### config.mk
export PLATFORM = sky130hd
export DESIGN_NAME = flash_cmd_decoder
export DESIGN_NICKNAME = d
export VERILOG_FILES = /design/src/rtl/flash_cmd_pkg.sv /design/src/rtl/flash_cmd_match.sv /design/src/rtl/flash_cmd_fsm.sv /design/src/rtl/flash_cmd_launch.sv /design/src/rtl/flash_cmd_decoder.sv
export SDC_FILE = /design/constraint.sdc
export NUM_CORES = 1
export LEC_CHECK = 0
export BUFFER_PORTS_ARGS = -buffer_cell sky130_fd_sc_hd__buf_2
export CAP_MARGIN = 5
export CELL_PAD_IN_SITES_DETAIL_PLACEMENT = 1
export CELL_PAD_IN_SITES_GLOBAL_PLACEMENT = 2
export CORE_ASPECT_RATIO = 1.75
export CORE_MARGIN = 2
export CORE_UTILIZATION = 28
export DETAILED_ROUTE_END_ITERATION = 12
export PLACE_DENSITY = 0.74
export SYNTH_ARGS = -nofsm -noshare
export SYNTH_HDL_FRONTEND = slang
export SYNTH_SLANG_ARGS = --single-unit
### constraint.sdc
create_clock -name clk -period 2 [get_ports clk]
set_input_delay 0.3 -clock clk [delete_from_list [all_inputs] [get_ports clk]]
set_output_delay 0.3 -clock clk [all_outputs]
set_load 0.05 [all_outputs]
### src/rtl/flash_cmd_pkg.sv
package flash_cmd_pkg;

   localparam logic [7:0] CMD_KEY1   = 8'hAA;
   localparam logic [7:0] CMD_KEY2   = 8'h55;
   localparam logic [7:0] CMD_PROG   = 8'hA0;
   localparam logic [7:0] CMD_ESETUP = 8'h80;
   localparam logic [7:0] CMD_BYPASS = 8'h20;
   localparam logic [7:0] CMD_CHIP   = 8'h10;
   localparam logic [7:0] CMD_SECT   = 8'h30;
   localparam logic [7:0] CMD_EXIT1  = 8'h90;
   localparam logic [7:0] CMD_EXIT2  = 8'h00;

   typedef enum logic [3:0] {
      ST_READ, ST_UL1, ST_UL2, ST_PROG, ST_SETUP, ST_EUL1, ST_EUL2,
      ST_BYP, ST_BPROG, ST_BSETUP, ST_BEUL1, ST_BEUL2, ST_BEXIT
   } seq_state_t;

   typedef enum logic [1:0] {
      LAUNCH_NONE, LAUNCH_PROG, LAUNCH_CHIP, LAUNCH_SECT
   } launch_t;

   typedef struct packed {
      logic at_a1;
      logic at_a2;
      logic d_key1;
      logic d_key2;
      logic d_prog;
      logic d_esetup;
      logic d_bypass;
      logic d_chip;
      logic d_sect;
      logic d_exit1;
      logic d_exit2;
   } wr_class_t;

endpackage

### src/rtl/flash_cmd_match.sv
module flash_cmd_match
   import flash_cmd_pkg::*;
#(
   parameter int              AW          = 12,
   parameter int              DW          = 8,
   parameter int              UNLOCK_BITS = 11,
   parameter logic [AW-1:0]   ADDR_A1     = AW'('h555),
   parameter logic [AW-1:0]   ADDR_A2     = AW'('h2AA)
) (
   input  logic [AW-1:0] addr,
   input  logic [DW-1:0] data,
   output wr_class_t     cls
);
   localparam int CW = (UNLOCK_BITS >= AW) ? AW : UNLOCK_BITS;

   logic       hit_a1;
   logic       hit_a2;
   logic [7:0] cmd;

   assign cmd = data[7:0];

   generate
      if (CW == AW) begin : g_full_cmp
         assign hit_a1 = (addr == ADDR_A1);
         assign hit_a2 = (addr == ADDR_A2);
      end else begin : g_low_cmp
         assign hit_a1 = (addr[CW-1:0] == ADDR_A1[CW-1:0]);
         assign hit_a2 = (addr[CW-1:0] == ADDR_A2[CW-1:0]);
      end
   endgenerate

   always_comb begin
      cls.at_a1    = hit_a1;
      cls.at_a2    = hit_a2;
      cls.d_key1   = (cmd == CMD_KEY1);
      cls.d_key2   = (cmd == CMD_KEY2);
      cls.d_prog   = (cmd == CMD_PROG);
      cls.d_esetup = (cmd == CMD_ESETUP);
      cls.d_bypass = (cmd == CMD_BYPASS);
      cls.d_chip   = (cmd == CMD_CHIP);
      cls.d_sect   = (cmd == CMD_SECT);
      cls.d_exit1  = (cmd == CMD_EXIT1);
      cls.d_exit2  = (cmd == CMD_EXIT2);
   end
endmodule

### src/rtl/flash_cmd_fsm.sv
module flash_cmd_fsm
   import flash_cmd_pkg::*;
(
   input  logic      clk,
   input  logic      rst_n,
   input  logic      wr_en,
   input  logic      busy,
   input  logic      accel,
   input  wr_class_t cls,
   output launch_t   launch,
   output logic      bypass_mode,
   output logic      read_mode
);
   seq_state_t state_q, state_d;
   logic       accel_q;
   logic       wr_ok;
   logic       in_byp;

   assign wr_ok  = wr_en && !busy;
   assign in_byp = state_q inside {ST_BYP, ST_BPROG, ST_BSETUP, ST_BEUL1,
                                   ST_BEUL2, ST_BEXIT};

   always_comb begin
      state_d = state_q;
      launch  = LAUNCH_NONE;
      if (accel_q && !accel) begin
         state_d = ST_READ;
      end else if (accel && !in_byp) begin
         state_d = ST_BYP;
      end else if (wr_ok) begin
         unique case (state_q)
            ST_READ:  state_d = (cls.at_a1 && cls.d_key1) ? ST_UL1 : ST_READ;
            ST_UL1:   state_d = (cls.at_a2 && cls.d_key2) ? ST_UL2 : ST_READ;
            ST_UL2: begin
               if (cls.at_a1 && cls.d_prog)        state_d = ST_PROG;
               else if (cls.at_a1 && cls.d_esetup) state_d = ST_SETUP;
               else if (cls.at_a1 && cls.d_bypass) state_d = ST_BYP;
               else                                state_d = ST_READ;
            end
            ST_PROG: begin
               launch  = LAUNCH_PROG;
               state_d = ST_READ;
            end
            ST_SETUP: state_d = (cls.at_a1 && cls.d_key1) ? ST_EUL1 : ST_READ;
            ST_EUL1:  state_d = (cls.at_a2 && cls.d_key2) ? ST_EUL2 : ST_READ;
            ST_EUL2: begin
               if (cls.at_a1 && cls.d_chip) launch = LAUNCH_CHIP;
               else if (cls.d_sect)         launch = LAUNCH_SECT;
               state_d = ST_READ;
            end
            ST_BYP: begin
               if (cls.d_prog)        state_d = ST_BPROG;
               else if (cls.d_esetup) state_d = ST_BSETUP;
               else if (cls.d_exit1)  state_d = ST_BEXIT;
            end
            ST_BPROG: begin
               launch  = LAUNCH_PROG;
               state_d = ST_BYP;
            end
            ST_BSETUP: state_d = (cls.at_a1 && cls.d_key1) ? ST_BEUL1 : ST_BYP;
            ST_BEUL1:  state_d = (cls.at_a2 && cls.d_key2) ? ST_BEUL2 : ST_BYP;
            ST_BEUL2: begin
               if (cls.at_a1 && cls.d_chip) launch = LAUNCH_CHIP;
               else if (cls.d_sect)         launch = LAUNCH_SECT;
               state_d = ST_BYP;
            end
            ST_BEXIT: state_d = (cls.d_exit2 && !accel) ? ST_READ : ST_BYP;
            default:  state_d = ST_READ;
         endcase
      end
   end

   always_ff @(posedge clk or negedge rst_n) begin
      if (!rst_n) begin
         state_q <= ST_READ;
         accel_q <= 1'b0;
      end else begin
         state_q <= state_d;
         accel_q <= accel;
      end
   end

   assign bypass_mode = in_byp;
   assign read_mode   = (state_q == ST_READ);
endmodule

### src/rtl/flash_cmd_launch.sv
module flash_cmd_launch
   import flash_cmd_pkg::*;
#(
   parameter int AW = 12,
   parameter int DW = 8
) (
   input  logic          clk,
   input  logic          rst_n,
   input  launch_t       launch,
   input  logic [AW-1:0] addr,
   input  logic [DW-1:0] data,
   output logic          prog_start,
   output logic          chip_erase_start,
   output logic          sect_erase_start,
   output logic [AW-1:0] op_addr,
   output logic [DW-1:0] op_data
);
   always_ff @(posedge clk or negedge rst_n) begin
      if (!rst_n) begin
         prog_start       <= 1'b0;
         chip_erase_start <= 1'b0;
         sect_erase_start <= 1'b0;
         op_addr          <= '0;
         op_data          <= '0;
      end else begin
         prog_start       <= (launch == LAUNCH_PROG);
         chip_erase_start <= (launch == LAUNCH_CHIP);
         sect_erase_start <= (launch == LAUNCH_SECT);
         unique case (launch)
            LAUNCH_PROG: begin
               op_addr <= addr;
               op_data <= data;
            end
            LAUNCH_CHIP: begin
               op_addr <= '0;
               op_data <= '0;
            end
            LAUNCH_SECT: begin
               op_addr <= addr;
               op_data <= '0;
            end
            default: ;
         endcase
      end
   end
endmodule

### src/rtl/flash_cmd_decoder.sv
module flash_cmd_decoder
   import flash_cmd_pkg::*;
#(
   parameter int            AW          = 12,
   parameter int            DW          = 8,
   parameter int            UNLOCK_BITS = 11,
   parameter logic [AW-1:0] ADDR_A1     = AW'('h555),
   parameter logic [AW-1:0] ADDR_A2     = AW'('h2AA)
) (
   input  logic          clk,
   input  logic          rst_n,
   input  logic          wr_en,
   input  logic [AW-1:0] wr_addr,
   input  logic [DW-1:0] wr_data,
   input  logic          busy,
   input  logic          accel,
   output logic          prog_start,
   output logic          chip_erase_start,
   output logic          sect_erase_start,
   output logic [AW-1:0] op_addr,
   output logic [DW-1:0] op_data,
   output logic          bypass_mode,
   output logic          read_mode
);
   generate
      if (DW < 8) begin : g_bad_dw
         $error("flash_cmd_decoder: DW must be at least 8");
      end
      if (AW < 11) begin : g_bad_aw
         $error("flash_cmd_decoder: AW must hold the unlock addresses");
      end
      if (UNLOCK_BITS < 1) begin : g_bad_ub
         $error("flash_cmd_decoder: UNLOCK_BITS must be positive");
      end
   endgenerate

   wr_class_t cls;
   launch_t   launch;

   flash_cmd_match #(
      .AW(AW), .DW(DW), .UNLOCK_BITS(UNLOCK_BITS),
      .ADDR_A1(ADDR_A1), .ADDR_A2(ADDR_A2)
   ) match_i (
      .addr (wr_addr),
      .data (wr_data),
      .cls  (cls)
   );

   flash_cmd_fsm fsm_i (
      .clk         (clk),
      .rst_n       (rst_n),
      .wr_en       (wr_en),
      .busy        (busy),
      .accel       (accel),
      .cls         (cls),
      .launch      (launch),
      .bypass_mode (bypass_mode),
      .read_mode   (read_mode)
   );

   flash_cmd_launch #(.AW(AW), .DW(DW)) launch_i (
      .clk              (clk),
      .rst_n            (rst_n),
      .launch           (launch),
      .addr             (wr_addr),
      .data             (wr_data),
      .prog_start       (prog_start),
      .chip_erase_start (chip_erase_start),
      .sect_erase_start (sect_erase_start),
      .op_addr          (op_addr),
      .op_data          (op_data)
   );
endmodule

==> results.json <==
{
  "grt_pass1_wl_mm": 8.17,
  "fin_nets": 245,
  "drc": 0,
  "area_growth_pct": 36.4,
  "synth-xor-area-share_pct": 0.557,
  "htreeDepth": 1,
  "peakVddDrop_uv": 363,
  "wl_met2_mm": 2.96,
  "layout_min_cycle_time_ps": 1930,
  "synth.mux.area_fraction_pct": 0.636,
  "final_common_cell": "buf_2",
  "initial_core_util_pct": 28.6,
  "cts_tree": "done",
  "drive_gt1_share_pct": 43.1,
  "yosys_warnings": 0,
  "synth_top_family_by_area": "compound AO/OA/AOI/OAI gates",
  "final_cells": 294,
  "wl_met1_mm": 1.89,
  "vias_per_cell": 5.22,
  "cp-start-kind": "flip-flop",
  "dr.pass1.iters": 4,
  "final_cell_mix": "48 x buf_2, 26 x dfrtp_1, 26 x buf_4",
  "grt_pass1_vias": 1645,
  "worst_pin_slew_ps": 659,
  "die_y_um": 103,
  "ys_ff_latch": 28,
  "drt_iter0_markers": 27,
  "criticalPathCategory": "flip-flop to output port",
  "synth-edff-count": 0,
  "endpoint_kind": "output port",
  "grt_max_degree": 29,
  "maxUsedRoutingLayer": "met4",
  "fmax_mhz": 518,
  "die_w_um": 60.7,
  "dpl.cell_count": 291,
  "syn_area_per_cell_um2": 10.6,
  "synth_fa_ha_area_share_pct": 0,
  "hold_buffers": 0,
  "syn_area_um2": 1570,
  "vias": 1535,
  "setup_viol": 0,
  "powerDensity_nw_per_um2": 824,
  "final_util_pct": 39.0,
  "place_congestion": 0.898,
  "ant_nets": 0,
  "antenna_found_initial": 0,
  "numCtsBuffers": 3,
  "rsz0062_at_grt": "no",
  "dpl.hpwl_mm": 3.97,
  "hold_viol": 0,
  "clock_latency_ps": 280,
  "io_buffers": 49,
  "relSlewSlack_pct": 56.1,
  "fp-row-count": 36,
  "postLayoutCellArea_um2": 2150,
  "drt_wl_total_mm": 5.04,
  "coreArea_um2": 5500,
  "dieArea_um2": 6260,
  "antenna_cells": 0,
  "timing.final.crit_share_pct": 96.5,
  "synthSimpleGateAreaFrac_pct": 24.0,
  "pin_count": 50,
  "clkSlewWorstSetupHoldPaths_ps": 100,
  "synth_cell_type_count": 52,
  "slew_viol_final": 0,
  "synth_flop_cell": "dfrtp_1",
  "routedWlPerCell_um": 17.1,
  "min_path_type": "primary input to asynchronous set/reset pin",
  "arrival_ps": 1630,
  "dr_wl_met3_um": 160,
  "synthesis.instances": 149,
  "cts-root-buf": "clkbuf_8",
  "synthArstFlopShare_pct": 100,
  "grt_usage_pct": 17.3,
  "critPathRequiredTime_ps": 1700,
  "maxCapViolCount": 0,
  "outcome": "completed",
  "postPlaceCellArea_um2": 2090,
  "synth_compound_area_share_pct": 26.3,
  "crit_fanout": 8,
  "clock-sinks": 28,
  "cts.path.max_buffers": 2,
  "clock-skew-final_ps": 5.27,
  "cellLeakagePower_nw": 1.05,
  "synthesis.nets": 174,
  "synth_seq_area_share_pct": 44.6,
  "grt_overflow": 0
}
-- kinds of logic after synthesis --
kind of cell | Yosys count
and+or+nand+nor | 59
AOI/OAI and AO/OA | 46
DFF | 28
buffers and inverters | 14
xor gates and xnor gates | 1
muxes | 1
-- cell usage after synthesis (all sizes together) (2+ instances only) --
cell type | number | share of area, %
a41o | 2 | 1.3
a22o | 22 | 12
or3 | 3 | 1.2
nor3b | 3 | 1.4
nand4b | 2 | 2.1
o21ai | 3 | 0.95
nand2 | 9 | 2.1
nand4 | 5 | 2.0
dfrtp | 28 | 45
inv | 4 | 0.95
a21oi | 2 | 0.64
and2 | 3 | 1.3
or4 | 2 | 1.2
nor2b | 5 | 2.0
buf | 5 | 1.8
nor2 | 7 | 1.8
nor3 | 6 | 2.2
clkbuf | 5 | 1.2
nand3 | 4 | 1.3
o31ai | 2 | 0.95
o311ai | 2 | 1.1
-- flip-flops by register name, indices dropped and copies added, names as in the netlist --
name / flops
fsm_i.accel_q: 1
fsm_i.state_q: 4
launch_i.chip_erase_start: 1
launch_i.op_addr: 12
launch_i.op_data: 8
launch_i.prog_start: 1
launch_i.sect_erase_start: 1
-- power by group --
part	total [mW]	internal, mW	switching, mW
Clock	0.319	0.136	0.183
Combinational	0.728	0.226	0.502
Sequential	0.720	0.659	0.0614
-- routing by layer --
| metal | GRT usage (%) | vias up |
|---|---|---|
| li1 | - | 722 |
| met1 | 18.9 | 774 |
| met2 | 33.8 | 37 |
| met3 | 2.26 | 2 |
| met4 | 3.85 | 0 |
| met5 | 0 | - |
-- final cells by class --
class | count | area, um^2
fill | 675 | 3350
multi-input combinational | 107 | 828
sequential | 28 | 703
timing repair buffer | 76 | 463
tap | 76 | 95.1
clock buffer | 3 | 41.3
inverter | 4 | 15.0
-- worst paths after layout --
| path | from | endpoint | slack (ps) | cells after the start |
|---|---|---|---|---|
| worst max-delay path | fsm_i.state_q[0] | read_mode | 70 | 5 |
| worst min-delay path | rst_n | launch_i.prog_start | 40 | 1 |
| worst max register to register | fsm_i.state_q[1] | fsm_i.state_q[0] | 90 | 6 |
| worst min register to register | launch_i.op_addr[4] | launch_i.op_addr[4] | 500 | 1 |
| max in group asynchronous | rst_n | fsm_i.state_q[1] | 1490 | 1 |
| min in group clk | accel | fsm_i.accel_q | 220 | 1 |
-- repair_timing --
action	in CTS	in global routing
endpoints found under the setup margin	8	11
gates resized for setup	1	6
buffers inserted	0	0
-- critical path: stages, from the launching register on --
cell      delay (ps)
dfrtp_1          430
buf_4            180
or2_1            240
buf_4            160
nor3_2            90
clkbuf_4         240
-- metrics by stage --
| step | total power [mW] | hold WS (ps) | setup TNS [ps] | setup WS [ps] |
|---|---|---|---|---|
| 6_report | 1.77 | 41.8 | 0 | 69.7 |
| 3_5_place_dp | 1.46 | 387 | -1240 | -147 |
| 3_3_place_gp | 1.44 | 364 | -939 | -119 |
| 2_1_floorplan | 1.21 | 4.41 | 0 | 94.0 |
| 4_1_cts | 1.79 | 77.2 | 0 | 24.2 |
| 5_1_grt | 1.84 | 90.1 | 0 | 2.98 |
Note: power is estimated with default switching activity, not from simulation.
